## src/rtl/cfgb_pkg.sv

```systemverilog
package cfgb_pkg;
  localparam logic [3:0] CMD_IDLE   = 4'h0;
  localparam logic [3:0] CMD_CFG_RD = 4'hA;
  localparam logic [3:0] CMD_CFG_WR = 4'hB;

  typedef struct packed {
    logic       en;
    logic [7:0] bus;
    logic [4:0] dev;
    logic [2:0] func;
    logic [5:0] dword;
  } tgt_addr_t;

  typedef enum logic {ST_IDLE, ST_WAIT} eng_st_t;

  function automatic logic [31:0] pack_tgt(input tgt_addr_t a);
    return {a.en, 7'b0, a.bus, a.dev, a.func, a.dword, 2'b00};
  endfunction
endpackage

```

## src/rtl/cfgb_addr_reg.sv

```systemverilog
module cfgb_addr_reg
  import cfgb_pkg::*;
(
  input  logic        clk,
  input  logic        rst,
  input  logic        load,
  input  logic [31:0] wdata,
  output tgt_addr_t   tgt,
  output logic [31:0] rd_word
);
  logic unused_addr_bits;
  assign unused_addr_bits = ^{wdata[30:24], wdata[1:0]};

  always_ff @(posedge clk) begin
    if (rst) begin
      tgt <= '0;
    end else if (load) begin
      tgt.en    <= wdata[31];
      tgt.bus   <= wdata[23:16];
      tgt.dev   <= wdata[15:11];
      tgt.func  <= wdata[10:8];
      tgt.dword <= wdata[7:2];
    end
  end

  assign rd_word = pack_tgt(tgt);
endmodule

```

## src/rtl/cfgb_slot_decode.sv

```systemverilog
module cfgb_slot_decode #(
  parameter int NUM_SLOTS = 8
) (
  input  logic [7:0]           bus,
  input  logic [4:0]           dev,
  output logic                 present,
  output logic [NUM_SLOTS-1:0] onehot
);
  localparam int DEV_LIMIT = (NUM_SLOTS > 32) ? 32 : NUM_SLOTS;

  assign present = (bus == 8'h00) && (int'(dev) < DEV_LIMIT);

  for (genvar g = 0; g < NUM_SLOTS; g++) begin : g_sel
    assign onehot[g] = present && (dev == 5'(g));
  end
endmodule

```

## src/rtl/cfgb_cycle_eng.sv

```systemverilog
module cfgb_cycle_eng
  import cfgb_pkg::*;
#(
  parameter int NUM_SLOTS = 8,
  parameter int TIMEOUT   = 8
) (
  input  logic                 clk,
  input  logic                 rst,
  input  logic                 start,
  input  logic                 is_wr,
  input  logic                 present,
  input  logic [NUM_SLOTS-1:0] sel_in,
  input  logic [2:0]           func_in,
  input  logic [5:0]           dword_in,
  input  logic [3:0]           be_in,
  input  logic [31:0]          wdata_in,
  input  logic                 cfg_ack,
  input  logic [31:0]          cfg_rdata,
  output logic                 idle,
  output logic                 done,
  output logic [31:0]          rdata,
  output logic [NUM_SLOTS-1:0] cfg_sel,
  output logic [3:0]           cfg_cmd,
  output logic [2:0]           cfg_func,
  output logic [7:0]           cfg_reg,
  output logic [3:0]           cfg_be,
  output logic [31:0]          cfg_wdata
);
  localparam int CW = $clog2(TIMEOUT + 1);
  localparam logic [CW-1:0] LAST = CW'(TIMEOUT - 1);

  eng_st_t       st;
  logic [CW-1:0] cnt;
  logic          wr_q;
  logic          present_q;

  assign idle = (st == ST_IDLE);

  always_ff @(posedge clk) begin
    if (rst) begin
      st        <= ST_IDLE;
      cnt       <= '0;
      wr_q      <= 1'b0;
      present_q <= 1'b0;
      done      <= 1'b0;
      rdata     <= '0;
      cfg_sel   <= '0;
      cfg_cmd   <= CMD_IDLE;
      cfg_func  <= '0;
      cfg_reg   <= '0;
      cfg_be    <= '0;
      cfg_wdata <= '0;
    end else begin
      done <= 1'b0;
      case (st)
        ST_IDLE: begin
          if (start) begin
            st        <= ST_WAIT;
            cnt       <= '0;
            wr_q      <= is_wr;
            present_q <= present;
            cfg_sel   <= sel_in;
            cfg_cmd   <= present ? (is_wr ? CMD_CFG_WR : CMD_CFG_RD) : CMD_IDLE;
            cfg_func  <= func_in;
            cfg_reg   <= {dword_in, 2'b00};
            cfg_be    <= be_in;
            cfg_wdata <= wdata_in;
          end
        end
        ST_WAIT: begin
          if (present_q && cfg_ack) begin
            st      <= ST_IDLE;
            done    <= 1'b1;
            rdata   <= wr_q ? '1 : cfg_rdata;
            cfg_sel <= '0;
            cfg_cmd <= CMD_IDLE;
          end else if (cnt == LAST) begin
            st      <= ST_IDLE;
            done    <= 1'b1;
            rdata   <= '1;
            cfg_sel <= '0;
            cfg_cmd <= CMD_IDLE;
          end else begin
            cnt <= cnt + 1'b1;
          end
        end
        default: st <= ST_IDLE;
      endcase
    end
  end
endmodule

```

## src/rtl/cfg_port_bridge.sv

```systemverilog
module cfg_port_bridge
  import cfgb_pkg::*;
#(
  parameter int          NUM_SLOTS = 8,
  parameter int          TIMEOUT   = 8,
  parameter logic [15:0] ADDR_PORT = 16'h0CF8,
  parameter logic [15:0] DATA_PORT = 16'h0CFC
) (
  input  logic                 clk,
  input  logic                 rst,
  input  logic [15:0]          io_addr,
  input  logic [3:0]           io_be,
  input  logic                 io_wr,
  input  logic                 io_rd,
  input  logic [31:0]          io_wdata,
  output logic [31:0]          io_rdata,
  output logic                 io_ack,
  output logic                 io_pass,
  output logic [NUM_SLOTS-1:0] cfg_sel,
  output logic [3:0]           cfg_cmd,
  output logic [2:0]           cfg_func,
  output logic [7:0]           cfg_reg,
  output logic [3:0]           cfg_be,
  output logic [31:0]          cfg_wdata,
  input  logic [31:0]          cfg_rdata,
  input  logic                 cfg_ack
);
  tgt_addr_t             tgt;
  logic [31:0]           tgt_word;
  logic                  eng_idle, eng_done;
  logic [31:0]           eng_rdata;
  logic                  present;
  logic [NUM_SLOTS-1:0]  sel_dec;

  logic strobe, accept, win_addr, win_data, addr_full;
  logic ld_addr, rd_addr, start, pass;
  logic addr_ack_q, pass_q;
  logic [31:0] addr_rdata_q;
  logic unused_low;

  assign unused_low = ^{io_addr[1:0], ADDR_PORT[1:0], DATA_PORT[1:0]};

  assign strobe    = io_wr | io_rd;
  assign accept    = strobe && eng_idle;
  assign win_addr  = (io_addr[15:2] == ADDR_PORT[15:2]);
  assign win_data  = (io_addr[15:2] == DATA_PORT[15:2]);
  assign addr_full = win_addr && (io_be == 4'hF);
  assign ld_addr   = accept && io_wr && addr_full;
  assign rd_addr   = accept && !io_wr && addr_full;
  assign start     = accept && win_data && tgt.en;
  assign pass      = accept && !addr_full && !(win_data && tgt.en);

  cfgb_addr_reg u_areg (
    .clk     (clk),
    .rst     (rst),
    .load    (ld_addr),
    .wdata   (io_wdata),
    .tgt     (tgt),
    .rd_word (tgt_word)
  );

  cfgb_slot_decode #(.NUM_SLOTS(NUM_SLOTS)) u_dec (
    .bus     (tgt.bus),
    .dev     (tgt.dev),
    .present (present),
    .onehot  (sel_dec)
  );

  cfgb_cycle_eng #(.NUM_SLOTS(NUM_SLOTS), .TIMEOUT(TIMEOUT)) u_eng (
    .clk       (clk),
    .rst       (rst),
    .start     (start),
    .is_wr     (io_wr),
    .present   (present),
    .sel_in    (sel_dec),
    .func_in   (tgt.func),
    .dword_in  (tgt.dword),
    .be_in     (io_be),
    .wdata_in  (io_wdata),
    .cfg_ack   (cfg_ack),
    .cfg_rdata (cfg_rdata),
    .idle      (eng_idle),
    .done      (eng_done),
    .rdata     (eng_rdata),
    .cfg_sel   (cfg_sel),
    .cfg_cmd   (cfg_cmd),
    .cfg_func  (cfg_func),
    .cfg_reg   (cfg_reg),
    .cfg_be    (cfg_be),
    .cfg_wdata (cfg_wdata)
  );

  always_ff @(posedge clk) begin
    if (rst) begin
      addr_ack_q   <= 1'b0;
      pass_q       <= 1'b0;
      addr_rdata_q <= '0;
    end else begin
      addr_ack_q   <= ld_addr | rd_addr;
      pass_q       <= pass;
      addr_rdata_q <= rd_addr ? tgt_word : '0;
    end
  end

  assign io_ack   = addr_ack_q | eng_done;
  assign io_pass  = pass_q;
  assign io_rdata = addr_ack_q ? addr_rdata_q : eng_rdata;
endmodule

```

## config.mk

```make
export PLATFORM = sky130hd
export DESIGN_NAME = cfg_port_bridge
export DESIGN_NICKNAME = d
export VERILOG_FILES = /design/src/rtl/cfgb_pkg.sv /design/src/rtl/cfgb_addr_reg.sv /design/src/rtl/cfgb_slot_decode.sv /design/src/rtl/cfgb_cycle_eng.sv /design/src/rtl/cfg_port_bridge.sv
export SDC_FILE = /design/constraint.sdc
export NUM_CORES = 1
export LEC_CHECK = 0
export ABC_CLOCK_PERIOD_IN_PS = 4130
export BUFFER_PORTS_ARGS = -buffer_cell sky130_fd_sc_hd__clkbuf_2
export CORE_ASPECT_RATIO = 0.8
export CORE_UTILIZATION = 55
export CTS_BUF_LIST = sky130_fd_sc_hd__clkbuf_8
export CTS_CLUSTER_SIZE = 8
export DETAILED_ROUTE_END_ITERATION = 7
export HOLD_SLACK_MARGIN = 0.03
export PLACE_DENSITY_LB_ADDON = 0.05
export SLEW_MARGIN = 20
export SYNTH_ARGS = -nofsm -noshare
export SYNTH_HDL_FRONTEND = slang
export SYNTH_HIERARCHICAL = 1
export SYNTH_SLANG_ARGS = --single-unit
export TNS_END_PERCENT = 20
```

## constraint.sdc

```tcl
create_clock -name clk -period 4.13 [get_ports clk]
set_input_delay 0 -clock clk [delete_from_list [all_inputs] [get_ports clk]]
set_output_delay 0 -clock clk [all_outputs]
set_load 0.01 [all_outputs]
```

==> results.json <==
{
  "run_status": "complete, no violations",
  "fin_skew_ns": 0.01147,
  "syn_area_per_cell_sq_um": 9.239,
  "path_class": "primary input to flop",
  "drive_above_1_share_pct": 29.21,
  "period_minus_slack_ns": 2.449,
  "cts_made_buffers": 17,
  "drv_cap": 0,
  "cp-start-kind": "primary input",
  "yosys_register_bits": 152,
  "drtIter0Drc": 277,
  "fmax_mhz": 408.4,
  "power_density_mw_per_mm2": 329.9,
  "htree_levels": 4,
  "power.total_uw": 2658,
  "firstDrtPassIters": 5,
  "holdCritPathClass": "primary input to flop",
  "synth_top_area_share_pct": 48.15,
  "areaGrowthSynthToFinish_pct": 27.50,
  "seq_area_frac_synth_pct": 48.15,
  "slew_headroom_pct": 35.60,
  "netlist_instances": 684,
  "synth_area_leaders": "dfxtp_1, mux2_2, nand2_1",
  "synth_top_cell_by_area": "dfxtp_1",
  "finalCritPeriodShare_pct": 59.29,
  "vdd_ir_drop_max_v": 0.0002544,
  "ys_types": 51,
  "async_flop_share_pct": 0,
  "grt_max_degree": 100,
  "netlist_top_cells_count": "dfxtp_1, nand2_1, nor2_1",
  "via_per_inst": 5.141,
  "grt_usage_pct": 26.06,
  "worstPathArrival_ns": 2.82,
  "initial_utilization_pct": 57.36,
  "reg.largest.list": "addr_rdata_q: 32 flops, u_eng/cfg_wdata: 32 flops, u_eng/rdata: 32 flops",
  "clkTransAtPathRegs_ns": 0.08,
  "hold_buffers": 74,
  "grt_pass1_wl_um": 24560,
  "root_buffer": "clkbuf_8",
  "die_h_um": 97.88,
  "rows": 34,
  "cp.required_ns": 4.50,
  "synth_most_common_cell": "dfxtp_1",
  "numClockSinks": 152,
  "fin_setup_tns_ns": 0,
  "worst_slew_pin_slew_ns": 0.9660,
  "die-area_sq_mm": 0.01193,
  "dp.final_hpwl_um": 9335,
  "place.port_buffers": 176,
  "cts_resized": 0,
  "ant_nets": 0,
  "setup-violations-final": 0,
  "crit_fanout": 35,
  "core-area_sq_mm": 0.01102,
  "die_w_um": 121.8,
  "synth_flop_cell": "dfxtp_1",
  "syn_area_sq_mm": 0.006320,
  "post_cts_buffers": 0,
  "wl_um": 15130,
  "cts_tree": "yes",
  "clk_latency_ns": 0.45,
  "grt_pass1_vias": 5201,
  "vias": 5352,
  "ios": 182,
  "n_antenna_cell": 0,
  "endpoint_kind": "flop",
  "antenna_found_initial": 0,
  "rsz0062_at_grt": "no",
  "cts_max_path_buffers": 2,
  "grt_remaining_overflow": 0,
  "yosys_warnings": 6,
  "routabilityCongestion": 0.8288,
  "drc": 0,
  "final_max_slew_viol_count": 0,
  "leakagePower_uw": 0.003317,
  "synth_edf_count": 0,
  "nNetsFinal": 974,
  "hold_violations": 0,
  "drt-wirelength-per-cell_um": 14.54
}
final timing paths:
check | start | to | slack, ns | cells past startpoint
worst max-delay path | io_addr[11] | u_eng/cfg_cmd[1]$_SDFFE_PP0P_ | 1.68 | 9
worst min register to register | u_eng/rdata[3]$_SDFFE_PP0P_ | u_eng/rdata[3]$_SDFFE_PP0P_ | 0.45 | 2
worst max register to register | u_areg/rd_word[31]$_SDFFE_PP0P_ | u_eng/cfg_cmd[1]$_SDFFE_PP0P_ | 1.84 | 6
worst min-delay path | io_addr[15] | addr_ack_q$_SDFF_PP0_ | 0.1 | 4
cells in the final DEF, fill, tap and decap left out, types with 23 or more instances in the layout:
| cell type | Yosys | final |
|---|---|---|
| mux2_2 | 32 | 32 |
| dlygate4sd3_1 | 0 | 74 |
| and4_1 | 31 | 31 |
| clkbuf_2 | 1 | 175 |
| mux2i_1 | 23 | 23 |
| inv_1 | 33 | 34 |
| a211oi_1 | 32 | 32 |
| nor2_1 | 60 | 60 |
| nand2_1 | 96 | 96 |
| dfxtp_1 | 152 | 152 |
| a21oi_1 | 51 | 51 |
report_power, final:
part           switching [uW]  internal (uW)
Clock                     548            501
Combinational            60.1           84.1
Sequential              0.189           1460
layout make-up:
cell class | instances | area (sq um)
inverters | 33 | 123.9
repair buffers | 258 | 1684
flip-flops and latches | 152 | 3043
clock inverters | 13 | 105.1
clock buffers | 19 | 261.5
fillers | 874 | 2960
well taps | 144 | 180.2
multi-input cells | 422 | 2660
kinds of logic (layout without fill, tap and decap cells):
logic type,after synthesis,in the layout,share of synthesized area [%]
buffers and inverters,120,323,10.67
adders and majority gates,1,1,0.1979
and+or+nand+nor,251,251,21.66
AOI/OAI and AO/OA,103,103,9.859
DFF,152,152,48.15
other,2,12,0.1188
muxes,55,55,9.345
per-stage QoR:
| step | instance area [sq um] | util, % | instances | setup WS (ns) | hold slack [ns] |
|---|---|---|---|---|---|
| finish | 8058 | 73.13 | 1041 | 1.681 | 0.09717 |
| global route | 8058 | 73.13 | 1041 | 1.501 | 0.08630 |
| CTS | 8053 | 73.09 | 1041 | 1.795 | 0.07109 |
| detailed placement | 6945 | 63.04 | 935 | 1.542 | 0.2310 |
| global placement | 6945 | 63.04 | 935 | 1.613 | 0.2231 |
| floorplan | 6357 | - | 694 | 2.434 | 0.07238 |
layer usage:
layer / GRT usage, % / vias to the layer above / part of all wire (%)
li1: - / 2693 / -
met4: 7.787 / 0 / 1.6
met3: 8.178 / 17 / 6.0
met5: 0 / - / 0
met1: 31.13 / 2483 / 43
met2: 44.50 / 159 / 50
critical path, stage by stage:
cell	delay, ns
dlygate4sd3_1	0.53
clkbuf_2	0.12
nand4bb_4	0.11
nor4_1	0.33
and4bb_1	0.34
nor2b_4	0.70
buf_4	0.39
nand2_1	0.11
o22ai_1	0.16
No activity file was read; power rests on OpenSTA's default activity.
